===== src/rtl/pil_pkg.sv =====
package pil_pkg;
  localparam int unsigned RIDX_W = 5;

  typedef enum logic [2:0] {
    CL_ALU    = 3'd0,
    CL_LOAD   = 3'd1,
    CL_STORE  = 3'd2,
    CL_FADD   = 3'd3,
    CL_FSTORE = 3'd4
  } op_cls_e;

  typedef enum logic [1:0] {
    FW_RF  = 2'd0,
    FW_MEM = 2'd1,
    FW_WB  = 2'd2
  } fwd_e;

  typedef enum logic [1:0] {
    HC_NONE = 2'd0,
    HC_LOAD = 2'd1,
    HC_FRAW = 2'd2,
    HC_PORT = 2'd3
  } cause_e;

  // one in-flight instruction
  typedef struct packed {
    logic              occ;
    logic              wr;
    logic              is_fp;
    logic              is_load;
    logic [RIDX_W-1:0] dst;
  } flight_t;

  // one register read of the decode instruction
  typedef struct packed {
    logic              vld;
    logic              fp;
    logic [RIDX_W-1:0] idx;
  } regref_t;

  function automatic regref_t make_ref(logic used, logic fp, logic [RIDX_W-1:0] idx);
    regref_t r;
    r.vld = used && (fp || (idx != '0));
    r.fp  = fp;
    r.idx = idx;
    return r;
  endfunction

  function automatic logic hits(flight_t f, regref_t r);
    return f.occ && f.wr && r.vld && (f.is_fp == r.fp) && (f.dst == r.idx);
  endfunction
endpackage


===== src/rtl/pil_track.sv =====
module pil_track
  import pil_pkg::*;
#(
  parameter int unsigned NST = 4
) (
  input  logic                  clk,
  input  logic                  rst,
  input  logic                  take,
  input  logic                  to_fadd,
  input  flight_t               new_rec,
  output flight_t               ex_q,
  output flight_t [NST-1:0]     fa_q,
  output flight_t               mem_q,
  output flight_t               wb_q
);
  always_ff @(posedge clk) begin
    if (rst) begin
      ex_q  <= '0;
      mem_q <= '0;
      wb_q  <= '0;
    end else begin
      ex_q  <= (take && !to_fadd) ? new_rec : '0;
      mem_q <= ex_q.occ ? ex_q : fa_q[NST-1];
      wb_q  <= mem_q;
    end
  end

  // adder stages keep advancing regardless of decode stalls
  for (genvar g = 0; g < NST; g++) begin : g_fa
    if (g == 0) begin : g_head
      always_ff @(posedge clk) begin
        if (rst) fa_q[0] <= '0;
        else     fa_q[0] <= (take && to_fadd) ? new_rec : '0;
      end
    end else begin : g_body
      always_ff @(posedge clk) begin
        if (rst) fa_q[g] <= '0;
        else     fa_q[g] <= fa_q[g-1];
      end
    end
  end
endmodule


===== src/rtl/pil_detect.sv =====
module pil_detect
  import pil_pkg::*;
#(
  parameter int unsigned NST = 4
) (
  input  logic              id_live,
  input  logic              mem_user,
  input  regref_t           src_a,
  input  regref_t           src_b,
  input  regref_t           src_s,
  input  flight_t           ex_q,
  input  flight_t [NST-1:0] fa_q,
  output logic              stall,
  output cause_e            cause
);
  logic load_use, fraw, port;

  always_comb begin
    load_use = ex_q.is_load &&
               (hits(ex_q, src_a) || hits(ex_q, src_b) || hits(ex_q, src_s));
    fraw = 1'b0;
    for (int i = 0; i < int'(NST); i++) begin
      // operands are needed at adder entry: result must be in the last stage
      if (i <= int'(NST) - 2 && (hits(fa_q[i], src_a) || hits(fa_q[i], src_b)))
        fraw = 1'b1;
      // store data needed late: two stages from the end is a port clash instead
      if (i <= int'(NST) - 3 && hits(fa_q[i], src_s))
        fraw = 1'b1;
    end
    port = mem_user && fa_q[NST-2].occ;

    stall = id_live && (load_use || fraw || port);
    if (!id_live)      cause = HC_NONE;
    else if (load_use) cause = HC_LOAD;
    else if (fraw)     cause = HC_FRAW;
    else if (port)     cause = HC_PORT;
    else               cause = HC_NONE;
  end
endmodule


===== src/rtl/pil_fwd.sv =====
module pil_fwd
  import pil_pkg::*;
(
  input  logic    clk,
  input  logic    rst,
  input  logic    take,
  input  regref_t src_a,
  input  regref_t src_b,
  input  regref_t src_s,
  input  flight_t ex_q,
  input  flight_t fa_last,
  input  flight_t mem_q,
  output fwd_e    sel_a,
  output fwd_e    sel_b,
  output fwd_e    sel_s
);
  function automatic fwd_e pick(regref_t r, flight_t ex, flight_t fl, flight_t mm);
    if (hits(ex, r) || hits(fl, r)) return FW_MEM;
    if (hits(mm, r))                return FW_WB;
    return FW_RF;
  endfunction

  always_ff @(posedge clk) begin
    if (rst || !take) begin
      sel_a <= FW_RF;
      sel_b <= FW_RF;
      sel_s <= FW_RF;
    end else begin
      sel_a <= pick(src_a, ex_q, fa_last, mem_q);
      sel_b <= pick(src_b, ex_q, fa_last, mem_q);
      sel_s <= pick(src_s, ex_q, fa_last, mem_q);
    end
  end
endmodule


===== src/rtl/pipe_interlock.sv =====
module pipe_interlock
  import pil_pkg::*;
#(
  parameter int unsigned FADD_STAGES = 4
) (
  input  logic              clk,
  input  logic              rst,
  input  logic              id_valid,
  input  logic [2:0]        id_cls,
  input  logic [RIDX_W-1:0] id_rs1,
  input  logic [RIDX_W-1:0] id_rs2,
  input  logic [RIDX_W-1:0] id_rd,
  output logic              hold_front,
  output logic              insert_bubble,
  output logic [1:0]        stall_cause,
  output logic [1:0]        fwd_a,
  output logic [1:0]        fwd_b,
  output logic [1:0]        fwd_sd
);
  op_cls_e cls;
  logic    known, id_live, is_fadd, mem_user, stall, take;
  regref_t src_a, src_b, src_s;
  flight_t new_rec;
  flight_t ex_q, mem_q, wb_q;
  flight_t [FADD_STAGES-1:0] fa_q;
  cause_e  cause;
  fwd_e    sel_a, sel_b, sel_s;

  always_comb begin
    cls      = op_cls_e'(id_cls);
    known    = (id_cls <= 3'd4);
    id_live  = id_valid && known;
    is_fadd  = (cls == CL_FADD);
    mem_user = !is_fadd;
    src_a    = make_ref(known, is_fadd, id_rs1);
    src_b    = make_ref(cls == CL_ALU || is_fadd, is_fadd, id_rs2);
    src_s    = make_ref(cls == CL_STORE || cls == CL_FSTORE, cls == CL_FSTORE, id_rs2);
    new_rec.occ     = 1'b1;
    new_rec.wr      = (cls == CL_ALU || cls == CL_LOAD || is_fadd) &&
                      (is_fadd || id_rd != '0);
    new_rec.is_fp   = is_fadd;
    new_rec.is_load = (cls == CL_LOAD);
    new_rec.dst     = id_rd;
  end

  assign take = id_live && !stall;

  pil_track #(.NST(FADD_STAGES)) u_track (
    .clk(clk), .rst(rst), .take(take), .to_fadd(is_fadd), .new_rec(new_rec),
    .ex_q(ex_q), .fa_q(fa_q), .mem_q(mem_q), .wb_q(wb_q)
  );

  pil_detect #(.NST(FADD_STAGES)) u_detect (
    .id_live(id_live), .mem_user(mem_user), .src_a(src_a), .src_b(src_b),
    .src_s(src_s), .ex_q(ex_q), .fa_q(fa_q), .stall(stall), .cause(cause)
  );

  pil_fwd u_fwd (
    .clk(clk), .rst(rst), .take(take), .src_a(src_a), .src_b(src_b),
    .src_s(src_s), .ex_q(ex_q), .fa_last(fa_q[FADD_STAGES-1]), .mem_q(mem_q),
    .sel_a(sel_a), .sel_b(sel_b), .sel_s(sel_s)
  );

  assign hold_front    = stall;
  assign insert_bubble = stall;
  assign stall_cause   = cause;
  assign fwd_a         = sel_a;
  assign fwd_b         = sel_b;
  assign fwd_sd        = sel_s;
endmodule


===== config.mk =====
export PLATFORM = sky130hd
export DESIGN_NAME = pipe_interlock
export DESIGN_NICKNAME = d
export VERILOG_FILES = /design/src/rtl/pil_pkg.sv /design/src/rtl/pil_track.sv /design/src/rtl/pil_detect.sv /design/src/rtl/pil_fwd.sv /design/src/rtl/pipe_interlock.sv
export SDC_FILE = /design/constraint.sdc
export NUM_CORES = 1
export LEC_CHECK = 0
export BUFFER_PORTS_ARGS = -buffer_cell sky130_fd_sc_hd__buf_4
export CAP_MARGIN = 20
export CORE_UTILIZATION = 60
export DETAILED_ROUTE_END_ITERATION = 6
export MAX_ROUTING_LAYER = met4
export PLACE_DENSITY = 0.81
export SYNTH_ARGS = -nofsm -noshare
export SYNTH_HDL_FRONTEND = slang
export SYNTH_SLANG_ARGS = --single-unit

===== constraint.sdc =====
create_clock -name clk -period 3.8 [get_ports clk]
set_input_delay 0.19 -clock clk [delete_from_list [all_inputs] [get_ports clk]]
set_output_delay 0.19 -clock clk [all_outputs]
set_load 0.05 [all_outputs]

* Yosys cells after proc, flatten, opt, wreduce, memory -nomap -nowiden
Cells that the tools add are included.
** Cells by class
- Add/subtract/negate cells :: 0
- Order comparisons :: 1
- Reduce and logical (&&, ||, !) cells :: 96
- Multipliers :: 0
- Divide/modulo/power cells :: 0
- Mux-type cells :: 39
- Equality and inequality tests :: 27
- Bitwise operators :: 2
- Shift operators :: 0
** Operator list (count)
- $logic_and 1x1->1 :: 68
- $eq 5x5->1 :: 12
- $mux 2 :: 16
- $mux 9 :: 3
- $mux 1 :: 20
- $logic_or 1x1->1 :: 19
- $reduce_bool 5->1 :: 3
- $eq 1x1->1 :: 11
- $eq 3x2->1 const B :: 2
- $reduce_or 2->1 :: 2
- $eq 3x1->1 const B :: 1
- $eq 3x3->1 const B :: 1
- $le 3x3->1 const B :: 1
- $logic_not 1->1 :: 3
- $logic_not 3->1 :: 1
- $not 1->1 :: 2
** Storage, ports and cells
- Bits in registers :: 59
- Memories kept :: 0
- ROM bits :: 0
- Bits in writable memories :: 0
- Input bits :: 21
- Logic and storage cells :: 197
- Latch bits :: 0

* Logic depth before layout (Yosys ltp)
- Word-level depth :: 24
- Mapped depth :: 10

* By module
A second synthesis with hierarchy kept.
** Second synthesis, totals
- Cell total of the unflattened synthesis :: 386
- Area, all modules :: 3649.8 µm²
** By module, submodules not included
- pil_track :: cells each 154, seq. area each 1261.2 µm², area each 1830.5 µm², times used 1
- pil_detect :: cells each 110, seq. area each 0.0 µm², area each 843.3 µm², times used 1
- pil_fwd :: cells each 93, seq. area each 120.1 µm², area each 813.3 µm², times used 1
- pipe_interlock :: cells each 29, seq. area each 0.0 µm², area each 162.7 µm², times used 1

* Worst setup path before layout
OpenSTA, ideal clock, no wires.
- Path kind :: input to output
- Start point :: input id_cls[1]
- End point :: output insert_bubble
- Required time :: 3.610 ns
- Buffers on the path :: 4
- Slack :: 1.318 ns
- Data arrival time :: 2.292 ns
- Stages on the path :: 10
- Cell sequence :: buf_6 and3b_1 buf_6 a211o_1 a2111oi_2 o211ai_1 nand4bb_1 buf_6 o31a_1 buf_4
** On the way
- Word-level cells in the longest chain between the ends :: 15
** Ends and longest elaborated chain
- from (decl) :: line pipe_interlock.sv:9 : input logic [2:0] id_cls,
- parallel branches: the longest is 14 deep, another holds $le 3x3->1
- $logic_and 1x1->1 * :: line pil_detect.sv:32 : stall = id_live && (load_use || fraw || port);
- to (decl) :: line pipe_interlock.sv:14 : output logic insert_bubble,
Mark *: on every way between the ends.

* Worst setup path in the final report
- Start point :: register u_track.ex_q[8] (netlist name)
- End point :: output insert_bubble
** On the way
- Word-level cells in the longest chain between the ends :: 10
** Ends and longest elaborated chain
- $logic_and 1x1->1 * :: line pil_pkg.sv:50 : return f.occ && f.wr && r.vld && (f.is_fp == r.fp) && (f.dst == r.idx);
- $logic_and 1x1->1 (3 in series) :: line pil_pkg.sv:50
- $logic_or 1x1->1 :: line pil_detect.sv:20 : (hits(ex_q, src_a) || hits(ex_q, src_b) || hits(ex_q, src_s));
- $logic_or 1x1->1 * :: line pil_detect.sv:20
- $logic_and 1x1->1 * :: line pil_detect.sv:19 : load_use = ex_q.is_load &&
- $logic_or 1x1->1 * (2 in series) :: line pil_detect.sv:32
- $logic_and 1x1->1 * :: line pil_detect.sv:32
Mark *: on every way between the ends. The rest lies on a longest branch, timed or not.

==> impl_results.md <==
* Final count of pins violating max slew at 0
* DIE HEIGHT at 72.1 um
* Post-synthesis cell type with the largest combined area: dfxtp_1
* Cell Area, Synth at 0.00295 sq mm
* Leakage power at 1.24 nW
* Number of fill cells in the layout at 393
* Total non-filler cell area in the finished layout at 0.00318 sq mm
* Seq cells post-synth at 55
* Period minus WS final at 2.92 ns
* Class of the tightest hold or removal check: input pin to register
* Worst-case reg-to-reg path depth at 7
* Final layout net count at about 350
* Hold Worst Slack at 0.153 ns
* Area growth from synthesis to layout at 8.07%
* Least-Margin Pin Slew at 0.585 ns
* Number of different library cells in the post-synthesis netlist at 45
* Warning count from the yosys run at 0
* Maximum operating frequency at 0.342 GHz
* Share of cells above drive strength 1 at around 15%
* Routability congestion estimate from global placement at around 0.91
* Area post-placement at 0.00308 sq mm
* Arrival time at the worst endpoint at approximately 2.7 ns
* Count of instances resized after the clock tree is built at 0
* TritonCTS clock tree: yes
* TritonCTS Buffers at 5
* Reg2reg setup slack at 1.20 ns
* Clock-pin slew on the worst setup and hold paths at 0.09 ns
* Post-CTS repair timing setup buffer count at 0
* Portion of synthesized cell area occupied by the leading cell type at 37.4%
* DRC violations left at 0
* Area of the die at 0.00519 sq mm
* Worst-skew pair later-pin latency at 0.31 ns
* Post-Syn Nets at 338
* Number of buffers added to fix hold violations after cts at 0
* Vias after detailed routing at 2,236
* Max transition margin at about three fifths
* Total power after layout at ~1.1 mW
* TNS Setup at 0 ns
* Number of ports placed on the die boundary at 31
* Cell area power density at between 300 and 400 mW/mm^2
* Synthesized instance count at around 320
* Hold Violations, Final at 0
* Via count normalized by instance count at 5.62
* Sequential share of the synthesized area at 37.4%
* GR Util All Layers at 27.5%
* Seq. cell area at 0.00110 sq mm
* Count of routing violations after the opening detailed-route iteration at 202
* Total number of clock tree sinks at between 50 and 60
* First-pass GRT wire length at 10,600 um
* Wire length after detailed routing at 6420 um
* Maximum clock insertion buffer count at 2
* IO Port Bufs at 30
* Number of antenna violations at the first check in global routing at 0
* Startpoint kind of the worst setup timing path: register
* Capture point of the worst reg-to-reg path: u_track.fa_q[4]
* Via count of the first global-routing pass at 2,187
* Initial core utilization at about 62%
* Worst r2r src: u_track.ex_q[8]
* DR pass1 iterations at 5
* Max Clock Skew at around 0.0066 ns
* Start point of the critical path: u_track.ex_q[8]
* Remaining antenna violation count after routing at 0
* Inserted Diodes at 0
* Worst vdd ir at approximately 200 uV
* Max-cap check violation count at 0
* Final std cells w/o fill at 398
* Setup Viol. Count Final at 0
* Pin count of the biggest net entering global routing at between 40 and 50
* Final worst-path cycle share at 76.9%
* Setup repair after global routing missed its margin: false
* CP endpoint: insert_bubble
* Worst EP required at 3.61 ns
* Gr ovfl total at 0
* DP Cell Count at 391
* Worst-path fanout max at 10
* Category of the critical setup timing path: register to output port
* Number of placement rows at 25
* Clock tree root driver cell: clkbuf_8
* Category of the worst setup path capture point: output port
* # H-tree levels at 2
* Main area contributors after synthesis: dfxtp_1, xor2_1, xnor2_1
* Result of the run: complete, no violations
* Mean instance size in the synthesized netlist at 9.29 sq um
* Footprint of the multi-input gates at 0.00163 sq mm
* Wire length per cell after detailed routing at 16.1 um
* Die outline width at 72.1 um
* Half-perimeter wire length of the detailed placement result at 4880 um
* Core Box Area at 0.00472 sq mm
worst min path at each step:
| stage | cells after the start | slack [ns] | from | endpoint |
|---|---|---|---|---|
| floorplan | 2 | 0.34 | id_rd[0] | u_track.fa_q[0] |
| global placement | 1 | 0.44 | u_track.fa_q[16] | u_track.fa_q[25] |
| finish | 3 | 0.15 | id_rd[3] | u_track.fa_q[3] |
| detailed placement | 1 | 0.46 | u_track.fa_q[25] | u_track.fa_q[34] |
| global route | 3 | 0.16 | id_rd[3] | u_track.fa_q[3] |
| CTS | 3 | 0.15 | id_rd[3] | u_track.fa_q[3] |
worst max-delay path, cell delays in order, from the launching register on:
cell,delay (ns)
dfxtp_1,0.64
nand3_1,0.16
mux2i_1,0.30
nand4_1,0.19
a31oi_1,0.51
buf_4,0.25
o31a_1,0.16
buf_4,0.20
metal layers:
layer | GRT usage [%] | wire [um] | vias up | part of all wire [%]
li1 | - | - | 1105 | -
met1 | 35.0 | 2800 | 1023 | 44
met2 | 44.1 | 3060 | 92 | 48
met3 | 4.58 | 411 | 16 | 6.4
met4 | 10.0 | 147 | 0 | 2.3
met5 | - | 0 | - | 0
through the flow:
stage / utilization (%) / setup slack [ns]
3_3_place_gp: 65.2 / 1.17
4_1_cts: 67.4 / 0.894
5_1_grt: 67.4 / 0.611
2_1_floorplan: - / 1.32
3_5_place_dp: 65.2 / 1.15
6_report: 67.4 / 0.877
cells in the mapped netlist, drive strengths merged:
library cell,number
a2111o,1
a2111oi,3
a211o,2
a211oi,3
a21oi,2
a22o,1
a311oi,1
a31oi,3
and2,3
and3,2
and3b,1
buf,21
clkbuf,4
conb,1
dfxtp,55
inv,7
mux2i,9
nand2,11
nand2b,1
nand3,10
nand3b,2
nand4,6
nand4b,2
nand4bb,1
nor2,22
nor2b,24
nor3,29
nor3b,1
nor4,7
o2111ai,5
o211ai,1
o21a,1
o21ai,4
o31a,1
or3,1
or4,2
xnor2,28
xor2,39
placed cells by master, fill, tap and decap left out, drive strengths merged, types with 2 or more instances in the layout:
cell,n
and2,3
xnor2,28
nor2,22
a31oi,3
a2111oi,3
buf,32
nand3,10
nor3,29
nand2,11
a21oi,2
o2111ai,5
nand4b,2
nand4,6
nor4,7
or4,2
nor2b,24
o21ai,4
mux2i,9
a211o,2
dfxtp,55
inv,7
nand3b,2
xor2,39
clkbuf,6
a211oi,3
and3,2
final cells by class:
class	count	share of cell area, %
Inverter	7	0.825
Timing Repair Buffer	32	7.55
Multi-Input combinational cell	230	51.2
Tap cell	67	2.63
Clock buffer	6	2.28
Clock inverter	1	0.943
Sequential cell	55	34.6
cells by family after synthesis:
| family | after synthesis | synth area share (%) |
|---|---|---|
| AO/OA/AOI/OAI | 28 | 7.60 |
| XOR/XNOR | 67 | 19.9 |
| buffers and inverters | 32 | 7.31 |
| flip-flops | 55 | 37.4 |
| multiplexers | 9 | 3.06 |
| other | 1 | 0.127 |
| AND/OR/NAND/NOR | 125 | 24.6 |
where the power goes:
part	switching, mW	internal (mW)	leakage (nW)
logic	0.0717	0.0500	0.741
clock network	0.179	0.193	0.0513
registers	0.00780	0.582	0.444
registers in the layout (all words and copies together), names as in the netlist:
name	count
u_track.fa_q	32
u_track.ex_q	9
u_track.mem_q	8
u_fwd.sel_a	2
u_fwd.sel_b	2
u_fwd.sel_s	2
(Power assumes the default switching activity.)
